[src/rtl/ledmx_pkg.sv]
package ledmx_pkg;

    typedef enum logic {
        SEL_DOT  = 1'b0,
        SEL_CTRL = 1'b1
    } reg_sel_e;

    typedef struct packed {
        logic     clk_prev;
        logic     ce_prev;
        logic     latch_done;
        reg_sel_e sel;
    } det_state_t;

    localparam int PWM_LSB   = 0;
    localparam int PWM_W     = 4;
    localparam int PEAK_LSB  = 4;
    localparam int PEAK_W    = 2;
    localparam int AWAKE_BIT = 6;
    localparam int SIMUL_BIT = 0;
    localparam int DIV8_BIT  = 1;

endpackage

[src/rtl/ledmx_pin_sync.sv]
module ledmx_pin_sync #(
    parameter int               WIDTH   = 4,
    parameter int               STAGES  = 2,
    parameter logic [WIDTH-1:0] RST_VAL = '0
) (
    input  logic             clk,
    input  logic             rst_n,
    input  logic [WIDTH-1:0] pins_in,
    output logic [WIDTH-1:0] pins_out
);

    generate
        if (STAGES == 0) begin : g_bypass
            assign pins_out = pins_in;
        end else begin : g_chain
            logic [STAGES-1:0][WIDTH-1:0] stage_d, stage_q;

            always_comb begin
                stage_d[0] = pins_in;
                for (int i = 1; i < STAGES; i++) begin
                    stage_d[i] = stage_q[i-1];
                end
            end

            always_ff @(posedge clk or negedge rst_n) begin
                if (!rst_n) begin
                    stage_q <= {STAGES{RST_VAL}};
                end else begin
                    stage_q <= stage_d;
                end
            end

            assign pins_out = stage_q[STAGES-1];
        end
    endgenerate

endmodule

[src/rtl/ledmx_evt_det.sv]
module ledmx_evt_det
    import ledmx_pkg::*;
(
    input  logic     clk,
    input  logic     rst_n,
    input  logic     s_clk,
    input  logic     s_ce,
    input  logic     s_rs,
    output logic     shift_ev,
    output logic     latch_ev,
    output reg_sel_e sel
);

    det_state_t st_d, st_q;
    logic       ce_fall;
    logic       latch_cond;

    always_comb begin
        st_d       = st_q;
        ce_fall    = st_q.ce_prev & ~s_ce;
        latch_cond = s_ce & ~s_clk;

        if (ce_fall) begin
            st_d.sel = s_rs ? SEL_CTRL : SEL_DOT;
        end

        shift_ev = ~s_ce & s_clk & ~st_q.clk_prev;
        latch_ev = latch_cond & ~st_q.latch_done;

        st_d.clk_prev   = s_clk;
        st_d.ce_prev    = s_ce;
        st_d.latch_done = latch_cond;

        sel = st_d.sel;
    end

    always_ff @(posedge clk or negedge rst_n) begin
        if (!rst_n) begin
            st_q <= '{clk_prev: 1'b0, ce_prev: 1'b1, latch_done: 1'b1, sel: SEL_DOT};
        end else begin
            st_q <= st_d;
        end
    end


    latch_once_chk: assert property (@(posedge clk) disable iff (!rst_n)
        latch_ev |=> !latch_ev);


    sel_hold_chk: assert property (@(posedge clk) disable iff (!rst_n)
        (!s_ce && !ce_fall) |=> $stable(st_q.sel));

endmodule

[src/rtl/ledmx_dot_reg.sv]
module ledmx_dot_reg #(
    parameter int DOT_BITS = 160
) (
    input  logic                clk,
    input  logic                rst_n,
    input  logic                shift_en,
    input  logic                din,
    input  logic                latch_en,
    output logic [DOT_BITS-1:0] pix,
    output logic                tail
);

    typedef struct packed {
        logic [DOT_BITS-1:0] sr;
        logic [DOT_BITS-1:0] lat;
    } dot_state_t;

    dot_state_t st_d, st_q;

    always_comb begin
        st_d = st_q;
        if (shift_en) begin
            st_d.sr = {din, st_q.sr[DOT_BITS-1:1]};
        end
        if (latch_en) begin
            st_d.lat = st_q.sr;
        end
    end

    // pixel storage is deliberately left out of reset
    always_ff @(posedge clk) begin
        st_q <= st_d;
    end

    assign pix  = st_q.lat;
    assign tail = st_q.sr[0];


    dot_hold_chk: assert property (@(posedge clk) disable iff (!rst_n)
        !shift_en |=> $stable(st_q.sr));


    pix_hold_chk: assert property (@(posedge clk) disable iff (!rst_n)
        !latch_en |=> $stable(pix));

endmodule

[src/rtl/ledmx_ctrl_reg.sv]
module ledmx_ctrl_reg #(
    parameter int CTRL_BITS = 8
) (
    input  logic                 clk,
    input  logic                 rst_n,
    input  logic                 shift_en,
    input  logic                 din,
    input  logic                 latch_en,
    output logic [CTRL_BITS-2:0] word0,
    output logic [CTRL_BITS-2:0] word1,
    output logic                 tail
);

    localparam int WORD_W = CTRL_BITS - 1;
    localparam int MSB    = CTRL_BITS - 1;

    typedef struct packed {
        logic [CTRL_BITS-1:0] sr;
        logic [WORD_W-1:0]    w0;
        logic [WORD_W-1:0]    w1;
    } ctrl_state_t;

    ctrl_state_t st_d, st_q;

    always_comb begin
        st_d = st_q;
        if (shift_en) begin
            st_d.sr = {st_q.sr[CTRL_BITS-2:0], din};
        end
        if (latch_en) begin
            if (st_q.sr[MSB]) begin
                st_d.w1 = st_q.sr[WORD_W-1:0];
            end else begin
                st_d.w0 = st_q.sr[WORD_W-1:0];
            end
        end
    end

    always_ff @(posedge clk or negedge rst_n) begin
        if (!rst_n) begin
            st_q <= '0;
        end else begin
            st_q <= st_d;
        end
    end

    assign word0 = st_q.w0;
    assign word1 = st_q.w1;
    assign tail  = st_q.sr[MSB];


    keep_w1_chk: assert property (@(posedge clk) disable iff (!rst_n)
        (latch_en && !st_q.sr[MSB]) |=> $stable(word1));


    keep_w0_chk: assert property (@(posedge clk) disable iff (!rst_n)
        (latch_en && st_q.sr[MSB]) |=> $stable(word0));

endmodule

[src/rtl/ledmx_serial_if.sv]
module ledmx_serial_if
    import ledmx_pkg::*;
#(
    parameter int DOT_BITS    = 160,
    parameter int CTRL_BITS   = 8,
    parameter int SYNC_STAGES = 2
) (
    input  logic                clk,
    input  logic                rst_n,
    input  logic                ser_clk,
    input  logic                ser_ce,
    input  logic                ser_rs,
    input  logic                ser_din,
    output logic                ser_dout,
    output logic [DOT_BITS-1:0] pix_bits,
    output logic [PWM_W-1:0]    pwm_level,
    output logic [PEAK_W-1:0]   peak_level,
    output logic                awake,
    output logic                dout_simul,
    output logic                osc_div8
);

    localparam int WORD_W = CTRL_BITS - 1;
    localparam int PIN_W  = 4;

    logic [PIN_W-1:0]  pins_raw, pins_s;
    logic              s_clk, s_ce, s_rs, s_din;
    logic              shift_ev, latch_ev;
    reg_sel_e          sel;
    logic              dot_tail, ctrl_tail;
    logic [WORD_W-1:0] word0, word1;

    assign pins_raw = {ser_clk, ser_ce, ser_rs, ser_din};

    ledmx_pin_sync #(
        .WIDTH   (PIN_W),
        .STAGES  (SYNC_STAGES),
        .RST_VAL (4'b0100)
    ) u_sync (
        .clk      (clk),
        .rst_n    (rst_n),
        .pins_in  (pins_raw),
        .pins_out (pins_s)
    );

    assign {s_clk, s_ce, s_rs, s_din} = pins_s;

    ledmx_evt_det u_det (
        .clk      (clk),
        .rst_n    (rst_n),
        .s_clk    (s_clk),
        .s_ce     (s_ce),
        .s_rs     (s_rs),
        .shift_ev (shift_ev),
        .latch_ev (latch_ev),
        .sel      (sel)
    );

    ledmx_dot_reg #(.DOT_BITS(DOT_BITS)) u_dot (
        .clk      (clk),
        .rst_n    (rst_n),
        .shift_en (shift_ev && sel == SEL_DOT),
        .din      (s_din),
        .latch_en (latch_ev && sel == SEL_DOT),
        .pix      (pix_bits),
        .tail     (dot_tail)
    );

    ledmx_ctrl_reg #(.CTRL_BITS(CTRL_BITS)) u_ctrl (
        .clk      (clk),
        .rst_n    (rst_n),
        .shift_en (shift_ev && sel == SEL_CTRL),
        .din      (s_din),
        .latch_en (latch_ev && sel == SEL_CTRL),
        .word0    (word0),
        .word1    (word1),
        .tail     (ctrl_tail)
    );

    assign pwm_level  = word0[PWM_LSB +: PWM_W];
    assign peak_level = word0[PEAK_LSB +: PEAK_W];
    assign awake      = word0[AWAKE_BIT];
    assign dout_simul = word1[SIMUL_BIT];
    assign osc_div8   = word1[DIV8_BIT];

    always_comb begin
        if (dout_simul) begin
            ser_dout = ser_din;
        end else if (sel == SEL_CTRL) begin
            ser_dout = ctrl_tail;
        end else begin
            ser_dout = dot_tail;
        end
    end

endmodule

[config.mk]
export PLATFORM = sky130hd
export DESIGN_NAME = ledmx_serial_if
export DESIGN_NICKNAME = d
export VERILOG_FILES = /design/src/rtl/ledmx_pkg.sv /design/src/rtl/ledmx_pin_sync.sv /design/src/rtl/ledmx_evt_det.sv /design/src/rtl/ledmx_dot_reg.sv /design/src/rtl/ledmx_ctrl_reg.sv /design/src/rtl/ledmx_serial_if.sv
export SDC_FILE = /design/constraint.sdc
export NUM_CORES = 1
export LEC_CHECK = 0
export BUFFER_PORTS_ARGS = -buffer_cell sky130_fd_sc_hd__buf_2
export CORE_AREA = 5 5 156 158
export DETAILED_ROUTE_END_ITERATION = 10
export DIE_AREA = 0 0 161 163
export PLACE_DENSITY_LB_ADDON = 0.2
export SLEW_MARGIN = 30
export SYNTH_ARGS = -nofsm -noshare
export SYNTH_HDL_FRONTEND = slang
export SYNTH_SLANG_ARGS = --single-unit
[constraint.sdc]
create_clock -name clk -period 18.8 [get_ports clk]
set_input_delay 1.88 -clock clk [delete_from_list [all_inputs] [get_ports clk]]
set_output_delay 1.88 -clock clk [all_outputs]
set_load 0.01 [all_outputs]
# == Yosys cells after proc, flatten, opt, wreduce, memory -nomap -nowiden ==
# Index checks and enable logic that the tools add are counted.
# W data, S select, Z words.
# totals
register_bits,349
latch_bits,0
ramBits,0
rom_bits,0
input_bits,6
output_inout_bits,170
wordCells,32
mem_count,0
# op_classes
addsub,0
n_mul,0
div_mod_pow,0
magnitude_cmp,0
n_eq_ne,0
shifts,0
mux,4
bitwise_logic,11
n_reduce_logical,6
# ops
operator,n
$not A1 Y1,6
$and A1 B1 Y1,5
$logic_and A1 B1 Y1,4
$mux W1,4
$reduce_and A2 Y1,2

# == Logic depth before layout (Yosys ltp) ==
# logic_depth
depth_word,5
ltp_mapped,4
ltp_nobuf,3

# == Cells and area by module ==
# A second synthesis with hierarchy kept.
# hier_totals
hier_cells,566
hier_area_um2,12181.7
# modules_own_cells
module,instances,cells_each,area_per_inst_um2,seq_area_each_um2
ledmx_dot_reg,1,480,10810.4,9609.2
ledmx_ctrl_reg,1,62,965.9,550.5
ledmx_pin_sync,1,8,202.7,202.7
ledmx_evt_det,1,9,151.4,102.6
ledmx_serial_if,1,7,51.3,0.0

# == Worst setup path after synthesis ==
# Ideal clock, no wire load.
# synth_path
kind,register to register
from,"reg u_sync.g_chain.stage_q, in the netlist u_sync.pins_out[2]"
to,"reg u_dot.st_q, in the netlist u_dot.pix[0] (enable)"
setup_time_ns,0.701
arrival_ns,8.009
required_time_ns,18.099
path_slack_ns,10.090
stages_incl_launch_ff,4
n_path_buf,0
synth_period_minus_slack_ns,8.710
path_cell_list,dfstp_2 and3b_2 a21o_1 nor2b_1
# synth_via
elab_chain_cells,5
word_cells_on_any_way,7
cone_classes,mux (1); bitwise (5); reduce/logical (1)
# synth_rtl
element,line_no,text
start: declaration,ledmx_pin_sync.sv:16,"logic [STAGES-1:0][WIDTH-1:0] stage_d, stage_q;"
start signal: assignment,ledmx_pin_sync.sv:27,stage_q <= {STAGES{RST_VAL}};
start signal: assignment,ledmx_pin_sync.sv:29,stage_q <= stage_d;
$not A1 Y1,ledmx_evt_det.sv:20,ce_fall = st_q.ce_prev & ~s_ce;
$and A1 B1 Y1,ledmx_evt_det.sv:20,
$mux W1,ledmx_evt_det.sv:23,if (ce_fall) begin
via sel,ledmx_serial_if.sv:29,reg_sel_e sel;
$not A1 Y1,ledmx_serial_if.sv:64,".latch_en (latch_ev && sel == SEL_DOT),"
$logic_and A1 B1 Y1,ledmx_serial_if.sv:64,
via u_dot.latch_en,ledmx_dot_reg.sv:8,"input logic latch_en,"
end signal: assignment,ledmx_dot_reg.sv:32,st_q <= st_d;
end: declaration,ledmx_dot_reg.sv:18,"dot_state_t st_d, st_q;"
# The timed path passes the listed nets, and every way through them passes these cells.
# A chain may end at the register's enable or synchronous reset.

# == Worst setup path after layout ==
# layout_path
from,in ser_din
to,out ser_dout
# layout_via
elab_chain_cells,1
# layout_rtl
element,line_no,text
start: declaration,ledmx_serial_if.sv:13,"input logic ser_din,"
$mux W1,ledmx_serial_if.sv:87,if (dout_simul) begin
end: declaration,ledmx_serial_if.sv:14,"output logic ser_dout,"
# No other way between the ends.

==> reports/metrics.csv <==
stage,metric,value,unit
status,outcome,finished clean,
timing,RSZ-0062 raised after global routing,false,
yosys,Synth cell types,21,
layout,nets,604,
drt,WL final,16600,um
cts,Post-CTS Resized,0,
grt,initial antenna violation count,0,
worst_setup_path,Required @ worst endpoint,16.92,ns
timing,setup violators final,0,
worst_setup_path,WS Path Type,in -> out,
timing,fin crit share,23.8,%
cts,TritonCTS Buffers,34,
yosys,Post-Syn Area per Cell,21.7,um^2
drt,first drt pass iteration count,4,
cts,clock latency on the worst-skew pair,0.49,ns
place,IO Port Bufs,175,
yosys,Synth area leader,edfxtp_1,
timing,slew margin rel.,38.2,%
timing,worst hold slack,0.348,ns
yosys,"flops & latches, synth",349,
cts,clk sinks,349,
drt,Vias/cell,4.77,
timing,minimum clock period after layout,4.48,ns
hold_path,Hold Crit Start,u_sync.g_chain.stage_d[7],
place,GPL Wtd Cong,0.741,
yosys,Mapped Cells,550,
drt,post-DR wirelength/cell,18.2,um
drt,drt drc,0,
cts,CTS Hold Buffers Added,0,
die,floorplan core area,23000,um^2
yosys,register area share after synthesis,86.8,%
timing,Final Max Slew Viols,0,
timing,final hold violations,0,
worst_setup_path,Critical Path Start,ser_din,
timing,worst slew pin tran,0.928,ns
yosys,Yosys top cell area share,80.7,%
cts,post-CTS setup buffers,0,
die,overall die height,163,um
yosys,"Net Count, Synth",556,
worst_setup_path,r2r worst-path depth,4,
worst_setup_path,CP endpoint kind,output port,
timing,skew final,0.0150,ns
yosys,Yosys Warn Count,0,
worst_setup_path,"Max FO, Critical Path",2,
drt,initial detailed-routing violation count,233,
grt,first-pass GRT wire length,25300,um
cts,Clock Root Buffer,clkbuf_16,
place,Placed Cells,852,
worst_setup_path,CP Launch Type,input port,
grt,pin count of the biggest net entering global routing,74,
cts,CTS tree,yes,
die,Die ar.,26200,um^2
drt,DRT antenna net count,0,
die,standard-cell rows,56,
cts,clk slew on worst S/H paths,0.06,ns
layout,post-layout util,56.5,%
layout,FILL cells,1775,
pwr,PwrDens,118,nW/um^2
grt,grt total ovfl,0,
yosys,Synth area leaders,"edfxtp_1 81%, buf_4 11%, dfrtp_1 5.3%, mux2_2 1.6%, dfstp_2 0.88%",
grt,vias in the first global route,4499,
layout,footprint of the multi-input gates,328,um^2
hold_path,HP Class,reg -> reg,
layout,fin cells,912,
hold_path,Hold Path End,u_sync.pins_out[3],
die,DIE WIDTH,161,um
place,DPL Wire Length,9830,um
pwr,leak pwr,3.74,nW
job,MaxCap Viol Count,0,
cts,H-tree depth,2,
die,IO Pins,176,
timing,fmax,223,MHz
worst_setup_path,reg2reg setup slack,16.00,ns
cts,clk buf depth,3,
timing,Setup TNS,0,ns
layout,layout overhead on the synthesized area,9.03,%
drt,Vias,4346,
worst_setup_path,reg2reg start,u_sync.pins_out[2],
pwr,Peak supply drop,0.0000788,V
layout,Seq. cell area,10300,um^2
die,Starting Density,51.8,%
grt,GRT Total Usage,12.4,%
layout,Antenna Cells,0,
worst_setup_path,Critical R2R Capture,u_dot.pix[110],
worst_setup_path,CP arrival,2.60,ns
hold_path,Worst Hold Path Cells,0,
layout,share of cells above drive strength 1,40.7,%
yosys,Mapped Area,11900,um^2
## through the flow
step           power (mW)  cell area [um^2]  setup slack [ns]
2_1_floorplan       0.920             11900             10.09
3_3_place_gp        0.920             11900             14.32
3_5_place_dp        0.923             11900             14.32
4_1_cts              1.56             13000             14.32
5_1_grt              1.60             13000             14.30
6_report             1.54             13000             14.32
## where the power goes
| group | internal [mW] | leakage (nW) | total [mW] | switching [mW] |
|---|---|---|---|---|
| combinational | 0.0128 | 0.684 | 0.0366 | 0.0238 |
| sequential | 0.860 | 2.54 | 0.868 | 0.00768 |
| clock | 0.370 | 0.513 | 0.632 | 0.262 |
| total | 1.24 | 3.74 | 1.54 | 0.294 |
## per-layer routing
layer | routed length (um) | global-route usage (%) | vias to the layer above | share of wire, %
li1 | - | - | 1969 | -
met1 | 7010 | 16.5 | 2201 | 42
met2 | 7860 | 19.1 | 148 | 47
met3 | 1310 | 4.40 | 28 | 7.9
met4 | 399 | 4.38 | 0 | 2.4
met5 | 0 | 0 | - | 0
## area by class of cell
class                      instances  area share (%)
clock buffer                      43            6.97
tap                              290            2.79
timing repair buffer             179            7.00
sequential                       349            79.6
inverter                           2          0.0578
multi-input combinational         32            2.52
clock inverter                    17            1.05
## cell families (layout without fill, tap and decap cells)
logic type / count (synthesis) / count (layout) / share of synthesized area (%)
flops: 349 / 349 / 86.8
buf+inv: 169 / 241 / 10.6
mux: 18 / 18 / 1.69
simple gates: 11 / 11 / 0.714
compound gates: 3 / 3 / 0.221
## how the worst max path moves through the flow
stage | end | slack (ns) | depth (start not counted)
after global routing | ser_dout | 14.30 | 4
after CTS | ser_dout | 14.32 | 4
after floorplan | u_dot.pix[0] | 10.09 | 3
final | ser_dout | 14.32 | 4
after detailed placement | ser_dout | 14.32 | 4
after global placement | ser_dout | 14.32 | 4
## flip-flops by register name (all words and copies together), names as in the netlist
| signal | cells |
|---|---|
| u_det.st_q | 4 |
| u_dot.st_q | 159 |
| u_dot.pix | 160 |
| u_ctrl.tail | 1 |
| u_ctrl.word1 | 2 |
| u_sync.g_chain.stage_d | 4 |
| u_ctrl.st_q | 7 |
| u_ctrl.word0 | 7 |
| u_dot.tail | 1 |
| u_sync.pins_out | 4 |
## critical path, stage by stage
cell,delay [ns]
buf_2,0.11
and2_1,0.13
a311o_1,0.33
buf_2,0.15
## synth_stat cells
cell and number:
nor2_4 1, nor2b_1 1, or3b_4 1, edfxtp_1 320
nor3b_1 1, and3b_2 1, a311o_1 1, dfstp_2 4
and3b_1 1, a21o_1 1, and2_1 1, mux2_2 17
nand2b_1 1, nand3_1 1, and2b_2 1, inv_1 2
a2111oi_0 1, buf_4 167, mux2i_1 1, dfrtp_1 25
nor2_1 1
## cells in the final DEF (no fill, tap or decap), types with 2 or more instances in the layout
master and count:
inv_1 2, dfstp_2 4, buf_2 175, clkbuf_16 35, clkinv_1 5, dfrtp_1 25
clkinv_2 7, clkbuf_1 8, inv_6 2, buf_4 3, edfxtp_1 320, mux2_2 17
nor2_4 2, bufinv_16 2
No activity file was read; power rests on OpenSTA's default activity.
